==> src/rtl/exc_pkg.sv <==
package exc_pkg;
  localparam int LVL_W = 2;

  typedef struct packed {
    logic [3:0]       nzcv;
    logic [3:0]       daif;
    logic [LVL_W-1:0] lvl;
    logic             sp_sel;
  } status_t;

  localparam int STATUS_W = $bits(status_t);
  localparam status_t STATUS_RST = '{nzcv: 4'h0, daif: 4'hF, lvl: 2'd3, sp_sel: 1'b1};
endpackage

==> src/rtl/exc_priv_check.sv <==
module exc_priv_check #(
  parameter int LVL_W = 2
) (
  input  logic [LVL_W-1:0] have_lvl,
  input  logic [LVL_W-1:0] need_lvl,
  output logic             ok
);
  assign ok = (have_lvl >= need_lvl);
endmodule

==> src/rtl/exc_save_bank.sv <==
module exc_save_bank #(
  parameter int DW    = 43,
  parameter int LVL_W = 2
) (
  input  logic             clk,
  input  logic             we,
  input  logic [LVL_W-1:0] wlvl,
  input  logic [DW-1:0]    wdata,
  input  logic [LVL_W-1:0] rlvl,
  output logic [DW-1:0]    rdata
);
  localparam int DEPTH = (1 << LVL_W) - 1;

  logic [DW-1:0]    mem [DEPTH];
  logic [LVL_W-1:0] widx, ridx;

  assign widx = (wlvl == '0) ? '0 : wlvl - 1'b1;
  assign ridx = (rlvl == '0) ? '0 : rlvl - 1'b1;

  always_ff @(posedge clk) begin
    if (we) mem[widx] <= wdata;
  end

  assign rdata = mem[ridx];
endmodule

==> src/rtl/exc_state_unit.sv <==
module exc_state_unit
  import exc_pkg::*;
#(
  parameter int ADDR_W = 32
) (
  input  logic                clk,
  input  logic                rst,
  input  logic                entry_req,
  input  logic [LVL_W-1:0]    entry_level,
  input  logic [ADDR_W-1:0]   entry_addr,
  input  logic                eret_req,
  input  logic                sr_req,
  input  logic                sr_we,
  input  logic [LVL_W-1:0]    sr_lvl,
  input  logic [STATUS_W-1:0] sr_wstatus,
  input  logic [ADDR_W-1:0]   sr_waddr,
  input  logic                flag_wr,
  input  logic [3:0]          flag_data,
  input  logic                ctl_wr,
  input  logic [4:0]          ctl_data,
  output logic [STATUS_W-1:0] status_o,
  output logic                ret_valid_o,
  output logic [ADDR_W-1:0]   ret_addr_o,
  output logic                illegal_o,
  output logic                sr_ack_o,
  output logic [STATUS_W-1:0] sr_rstatus_o,
  output logic [ADDR_W-1:0]   sr_raddr_o
);
  localparam int BANK_W = STATUS_W + ADDR_W;
  localparam logic [LVL_W-1:0] LVL_ONE = 1;

  status_t          st_q;
  logic             entry_up_ok, eret_ok, sr_ok, ctl_ok, sr_priv;
  logic             bank_we;
  logic [LVL_W-1:0] bank_wlvl, bank_rlvl;
  logic [BANK_W-1:0] bank_wdata, bank_rdata;
  status_t          rd_status;
  logic [ADDR_W-1:0] rd_addr;

  // target must not be below the current level
  exc_priv_check #(.LVL_W(LVL_W)) u_entry_chk (
    .have_lvl(entry_level), .need_lvl(st_q.lvl), .ok(entry_up_ok));
  exc_priv_check #(.LVL_W(LVL_W)) u_eret_chk (
    .have_lvl(st_q.lvl), .need_lvl(LVL_ONE), .ok(eret_ok));
  exc_priv_check #(.LVL_W(LVL_W)) u_sr_chk (
    .have_lvl(st_q.lvl), .need_lvl(sr_lvl), .ok(sr_priv));
  exc_priv_check #(.LVL_W(LVL_W)) u_ctl_chk (
    .have_lvl(st_q.lvl), .need_lvl(LVL_ONE), .ok(ctl_ok));

  logic entry_ok;
  assign entry_ok = entry_up_ok && (entry_level != '0);
  assign sr_ok    = sr_priv && (sr_lvl != '0);

  always_comb begin
    bank_we    = 1'b0;
    bank_wlvl  = sr_lvl;
    bank_wdata = {sr_wstatus, sr_waddr};
    if (entry_req) begin
      bank_we    = entry_ok;
      bank_wlvl  = entry_level;
      bank_wdata = {st_q, entry_addr};
    end else if (!eret_req && sr_req) begin
      bank_we    = sr_ok && sr_we;
    end
  end

  assign bank_rlvl = eret_req ? st_q.lvl : sr_lvl;

  exc_save_bank #(.DW(BANK_W), .LVL_W(LVL_W)) u_bank (
    .clk(clk), .we(bank_we), .wlvl(bank_wlvl), .wdata(bank_wdata),
    .rlvl(bank_rlvl), .rdata(bank_rdata));

  assign rd_status = status_t'(bank_rdata[BANK_W-1:ADDR_W]);
  assign rd_addr   = bank_rdata[ADDR_W-1:0];

  always_ff @(posedge clk) begin
    if (rst) begin
      st_q         <= STATUS_RST;
      ret_valid_o  <= 1'b0;
      ret_addr_o   <= '0;
      illegal_o    <= 1'b0;
      sr_ack_o     <= 1'b0;
      sr_rstatus_o <= '0;
      sr_raddr_o   <= '0;
    end else begin
      ret_valid_o <= 1'b0;
      illegal_o   <= 1'b0;
      sr_ack_o    <= 1'b0;
      if (entry_req) begin
        if (entry_ok) begin
          st_q.lvl    <= entry_level;
          st_q.daif   <= 4'hF;
          st_q.sp_sel <= 1'b1;
        end else begin
          illegal_o <= 1'b1;
        end
      end else if (eret_req) begin
        if (eret_ok) begin
          st_q        <= rd_status;
          ret_addr_o  <= rd_addr;
          ret_valid_o <= 1'b1;
        end else begin
          illegal_o <= 1'b1;
        end
      end else if (sr_req) begin
        if (sr_ok) begin
          sr_ack_o <= 1'b1;
          if (!sr_we) begin
            sr_rstatus_o <= rd_status;
            sr_raddr_o   <= rd_addr;
          end
        end else begin
          illegal_o <= 1'b1;
        end
      end else if (flag_wr || ctl_wr) begin
        if (ctl_wr && !ctl_ok) begin
          illegal_o <= 1'b1;
        end else begin
          if (flag_wr) st_q.nzcv <= flag_data;
          if (ctl_wr) begin
            st_q.daif   <= ctl_data[4:1];
            st_q.sp_sel <= ctl_data[0];
          end
        end
      end
    end
  end

  assign status_o = st_q;

  // legal entry lands on the target level with every mask set
  p_entry_target_r2: assert property (@(posedge clk) disable iff (rst)
    (entry_req && entry_level != '0 && entry_level >= status_o[2:1])
    |=> (status_o[2:1] == $past(entry_level)) && (status_o[6:3] == 4'hF)
        && (status_o[10:7] == $past(status_o[10:7])));

  // bad target is refused with no state change
  p_bad_entry_r5: assert property (@(posedge clk) disable iff (rst)
    (entry_req && (entry_level == '0 || entry_level < status_o[2:1]))
    |=> illegal_o && $stable(status_o) && !ret_valid_o);

  // return above level 0 always yields a return-valid pulse
  p_eret_valid_r4: assert property (@(posedge clk) disable iff (rst)
    (eret_req && !entry_req && status_o[2:1] != '0) |=> ret_valid_o && !illegal_o);

  // return at level 0 is refused
  p_eret_lvl0_r6: assert property (@(posedge clk) disable iff (rst)
    (eret_req && !entry_req && status_o[2:1] == '0)
    |=> illegal_o && !ret_valid_o && $stable(status_o));

  // acknowledged access had enough privilege
  p_ack_priv_r9: assert property (@(posedge clk) disable iff (rst)
    sr_ack_o |-> ($past(status_o[2:1]) >= $past(sr_lvl)) && ($past(sr_lvl) != '0));

  // one operation per cycle, so pulses never overlap
  p_one_op_r11: assert property (@(posedge clk) disable iff (rst)
    $countones({ret_valid_o, sr_ack_o, illegal_o}) <= 1);
endmodule

==> config.mk <==
export PLATFORM = sky130hd
export DESIGN_NAME = exc_state_unit
export DESIGN_NICKNAME = d
export VERILOG_FILES = /design/src/rtl/exc_pkg.sv /design/src/rtl/exc_priv_check.sv /design/src/rtl/exc_save_bank.sv /design/src/rtl/exc_state_unit.sv
export SDC_FILE = /design/constraint.sdc
export NUM_CORES = 1
export LEC_CHECK = 0
export ABC_AREA = 1
export BUFFER_PORTS_ARGS = -buffer_cell sky130_fd_sc_hd__buf_2
export CORE_MARGIN = 2
export CORE_UTILIZATION = 30
export DETAILED_ROUTE_END_ITERATION = 8
export GPL_TIMING_DRIVEN = 0
export PLACE_DENSITY = 0.59
export SYNTH_ARGS = -nofsm -noshare
export SYNTH_HDL_FRONTEND = slang
export SYNTH_SLANG_ARGS = --single-unit
==> constraint.sdc <==
create_clock -name clk -period 8.99 [get_ports clk]
set_clock_uncertainty 0.2 [all_clocks]
set_input_delay 1.798 -clock clk [delete_from_list [all_inputs] [get_ports clk]]
set_output_delay 1.798 -clock clk [all_outputs]
set_load 0.1 [all_outputs]
* After elaboration in Yosys (flattened, before gate mapping) *
Memory sizes are Yosys's and may differ from the RTL's.
Cells that the tools add are included.

word-level totals
  bits in registers = 89
  memory bits (writable) = 129
  output and inout port bits = 89
  memories = 1

operators by class
  $add $sub $neg = 2
  magnitude comparators = 3
  equal/unequal tests = 7
  mux-type cells = 34
  bitwise gates (word level) = 4
  reductions and logical operators = 25

memories
  name        words  bits a word  rd ports  clocked after memory_dff  wr ports  RTL line             source
  u_bank.mem  3      43           1         0                         1         exc_save_bank.sv:14  logic [DW-1:0] mem [DEPTH];

operator list
  cell                                                  count
  2-to-1 mux 43 bit                                     1
  2-to-1 mux 8 bit                                      4
  2-to-1 mux 1 bit                                      19
  2-to-1 mux 7 bit                                      2
  AND reduction 6 bit                                   2
  nonzero test 2 bit                                    6
  2-to-1 mux 11 bit                                     1
  2-to-1 mux 2 bit                                      5
  2-to-1 mux 4 bit                                      2
  != test 3 bit (second input constant)                 2
  AND reduction 3 bit                                   2
  nonzero test 3 bit                                    2
  logical AND 1 bit                                     5
  AND reduction 5 bit                                   1
  >= comparator 2 bit                                   2
  zero test 2 bit                                       2
  != test 2 x 1 -> 1 bit (second input constant)        2
  != test 2 bit (second input constant)                 2
  inverter 1 bit                                        4
  OR reduction 4 bit                                    1
  subtractor 2 x 1 -> 2 bit (second input constant)     2
  != test 3 x 2 -> 1 bit (second input constant)        1
  OR reduction 3 bit                                    1
  >= comparator 2 x 1 -> 1 bit (second input constant)  1
  other kinds (2)                                       3

* Depth between registers and ports, before layout *
  depth after elaboration = 8
  depth in mapped cells = 11
  gate-level depth less buffers = 11

* Hierarchy *
Synthesis repeated with hierarchy kept, for this count alone.

unflattened totals
  cell total of the unflattened synthesis = 1013
  area total of the unflattened synthesis = 9756.9 sq um

modules (own cells, without submodules)
  module          instances  cells an instance  area each (sq um)  sequential area each (sq um)
  exc_save_bank   1          332                5063.6             3873.7
  exc_state_unit  1          645                4463.0             1781.7
  exc_priv_check  4          9                  57.6               0.0

* Worst setup path after synthesis *
No wires, ideal clock.

  path type = input-to-reg
  from = in sr_lvl[1]
  to = mem u_bank.mem[2][0] (enable)
  arrival = 4.506 ns
  data required time = 8.332 ns
  path slack = 3.826 ns
  cell stages on the path = 6
  buffers on the path = 0
  path through = inv_1 -> ha_1 -> o21ai_0 -> nand2_1 -> nand4_1 -> a21oi_1

on the way
  word-level cells in the longest chain between the ends = 7

RTL lines
  what                                                       RTL line                                   source
  from (decl)                                                exc_state_unit.sv:14                       input logic [LVL_W-1:0] sr_lvl,
  >= comparator 2 bit or nonzero test 2 bit (tied branches)  exc_priv_check.sv:8, exc_state_unit.sv:52
  logical AND 1 bit                                          exc_state_unit.sv:52                       assign sr_ok = sr_priv && (sr_lvl != '0);
  logical AND 1 bit                                          exc_state_unit.sv:63                       bank_we = sr_ok && sr_we;
  2-to-1 mux 1 bit                                           exc_state_unit.sv:62                       end else if (!eret_req && sr_req) begin
  2-to-1 mux 1 bit                                           exc_state_unit.sv:58                       if (entry_req) begin
  2-to-1 mux 1 bit                                           exc_save_bank.sv:21                        if (we) mem[widx] <= wdata;
  2-to-1 mux 1 bit (not written as such)                     exc_save_bank.sv:21
  to (decl)                                                  exc_save_bank.sv:14

Parallel ways exist; a longest one is shown, timed or not.

* Final worst setup path *
  from = in sr_lvl[1]
  to = mem u_bank.mem[2][16] (enable)

Same word-level chain as after synthesis.

==> impl_metrics.ini <==
[clock_network]
cts_tree = yes
cts_buffer_depth = 3
cts_resized = 0
cts_buffers = 22
worstSkewPairLatency_ns = 0.50
root_buffer = clkbuf_16
cts.sinks = 218
post_cts_buffers = 0
cts-htree-levels = 1
hold_buffers = 0
clkSlewWorstSetupHoldPaths_ns = 0.06

[pwr]
p_switching_uw = 773.9
pwr-share-seq = 0.454
power_frac_comb = 0.193
vdd_drop_max_mv = 0.1292
p_clk_frac = 0.353
intPower_uw = 1759
power_density_mw_per_mm2 = 223.9
cellLeakagePower_uw = 0.005168
switching_share = 0.3056
design_power_total_uw = 2533

[floorplan]
dieArea_mm2 = 0.03158
initial_core_util = 0.3054
num_io_pins = 185
dieHeight_um = 177.7
rows = 63
die_x_um = 177.7
coreArea_mm2 = 0.02964

[yosys]
async_flop_share = 0
avgSynthCellArea_um2 = 8.945
synthMuxAreaShare = 0
synthesis.area_mm2 = 0.009052
synthSimpleGateAreaFrac = 0.2735
yosysMostFrequentCell = nand2_1
synth_area_leader_cell = edfxtp_1
synth_area_leaders = edfxtp_1 43%, dfxtp_1 20%, nand2_1 14%
ys_ff_latch = 218
ys_types = 27
yosys_warnings = 0
synth-compound-area-share = 0.03538
synthCells = 1012
synth_commonest_cells = 335 x nand2_1, 163 x nor2_1, 129 x edfxtp_1
synth_top_area_frac = 0.4279
synth_top_family_by_area = simple AND/OR/NAND/NOR gates
synth_edf_count = 129
synthAdderAreaFrac = 0.005529
ys_seq_area_frac = 0.6247
synth_xor_xnor_area_share = 0
synthesis.nets = 1112
ys.flop_type = edfxtp_1

[worst_setup_path]
path_class = in2reg
endpoint_kind = register
cp_slowest_stage_delay_ns = 0.76
crit_path_cell_trace = buf_2 > inv_1 > ha_1 > o21ai_0 > nand2_1 > nand4_1 > a21oi_4 > buf_12
cp_max_fo = 22
cp_top_family = compound AO/OA/AOI/OAI gates
reg2regPathDepth = 7
arrival_ns = 3.76
crit_buf_inv = 3
cp_slowest_cell = a21oi_4
path_depth = 8
cp-start-kind = input port
cp.required_ns = 8.98

[sta]
holdWs_ns = 0.2972
fin_crit_sh = 0.4190
fmax_ghz = 0.2655
tns_ns = 0
hold_viol = 0
slew_headroom = 0.4558
maxSlewViolCount = 0
grt_setup_unrepaired = false
finalSetupViolCount = 0
period_minus_slack_ns = 3.767
worst_pin_slew_ns = 0.8145

[worst_hold_path]
hold_path_depth = 2
hold_class = reg2reg

[final_layout]
nNetsFinal = 1322
final-seq-area_mm2 = 0.005655
antennaDiodeCount = 0
final_cells = 1628
drive_gt1_frac = 0.2173
fin_area_mm2 = 0.01131
multiInputGateArea_mm2 = 0.002880
syn2layout_area_growth_pct = 24.95
n_fill_cell = 3057

[detailed_routing]
post_drt_wl_per_cell_um = 15.87
wl_um = 25830
via_per_inst = 4.445
detail-route-antenna-nets = 0
drtIter0Drc = 558
route.vias.total = 7237
drc = 0
firstDrtPassIters = 5

[placed_design]
port_buffers = 181
gp_congestion = 0.8407
place_area_mm2 = 0.01060
detailed_place_hpwl_um = 19430
placed_cells = 1588

[grt]
grt_util_all_layers = 0.1619
grt_start_max_net_pins = 24
overflow = 0
antenna_found_initial = 0
grt_pass1_vias = 6752
grt_pass1_wl_um = 38810

[run_status]
status = finished clean

[run]
drv_cap = 0
[routing by layer]
metal,vias up,GRT usage,wire (um)
met5,-,0,0
met4,0,0.04542,579
met3,38,0.02249,1510
met2,215,0.2666,12110
met1,3301,0.2224,11630
li1,3683,-,-
[path summary, 6_finish.rpt]
| kind | start | to | slack [ns] |
|---|---|---|---|
| worst max-delay path | sr_lvl[1] | u_bank.mem[2][16] | 5.22 |
| worst min-delay path | status_o[0] | status_o[0] | 0.30 |
| worst max register to register | status_o[1] | u_bank.mem[2][16] | 6.10 |
| worst min register to register | status_o[0] | status_o[0] | 0.30 |
[worst reg2reg max path, cell delays in order (launching register included)]
cell	delay, ns
dfxtp_1	0.44
inv_1	0.12
ha_1	0.28
o21ai_0	0.08
nand2_1	0.11
nand4_1	0.29
a21oi_4	0.76
buf_12	0.28
[power by group through the flow]
stage | clock network, uW | registers (uW) | logic [uW]
finish | 894 | 1150 | 488
global route | 946 | 1160 | 527
CTS | 909 | 1150 | 491
detailed placement | 0 | 1170 | 490
global placement | 0 | 1180 | 472
floorplan | 0 | 1340 | 172
[logic make-up (layout without fill, tap and decap cells)]
group | after synthesis | count (layout)
compound gates | 64 | 64
buf+inv | 117 | 343
fa+ha+maj | 4 | 4
flops | 218 | 218
simple gates | 609 | 609
[state kept, by name, indices dropped and copies added, names as in the netlist]
register,count
u_bank.mem,129
ret_addr_o,32
sr_raddr_o,32
sr_rstatus_o,11
status_o,11
illegal_o,1
ret_valid_o,1
sr_ack_o,1
[per-stage QoR]
step	utilization	worst slack, ns
floorplan	-	3.826
global placement	0.3525	2.115
detailed placement	0.3577	4.689
CTS	0.3816	5.207
global route	0.3816	5.061
finish	0.3816	5.223
[layout by cell type, fill, tap and decap left out, types with 2 or more instances in the layout]
cell type  instances
buf_2            201
inv_1             60
ha_1               4
clkinv_2           4
o21ai_1            2
dfxtp_1           89
nand3_1           95
a21oi_4            3
nor2_1           163
clkbuf_8           3
inv_2              3
clkbuf_2           3
nand4_1            7
o21ai_0           43
nand2_1          335
a21oi_1           16
buf_16             3
clkbuf_16         23
nand2_2            2
buf_12             2
clkbuf_1          23
edfxtp_1         129
inv_4              2
buf_6              9
nor2_4             2
[area by class of cell]
class / instances / area share
well taps: 390 / 0.04314
flip-flops and latches: 218 / 0.5000
plain buffers: 51 / 0.02544
inverters: 66 / 0.02323
multi-input cells: 677 / 0.2546
clock inverters: 8 / 0.005752
clock buffers: 32 / 0.05686
repair buffers: 186 / 0.09093
No activity file was read; power rests on OpenSTA's default activity.
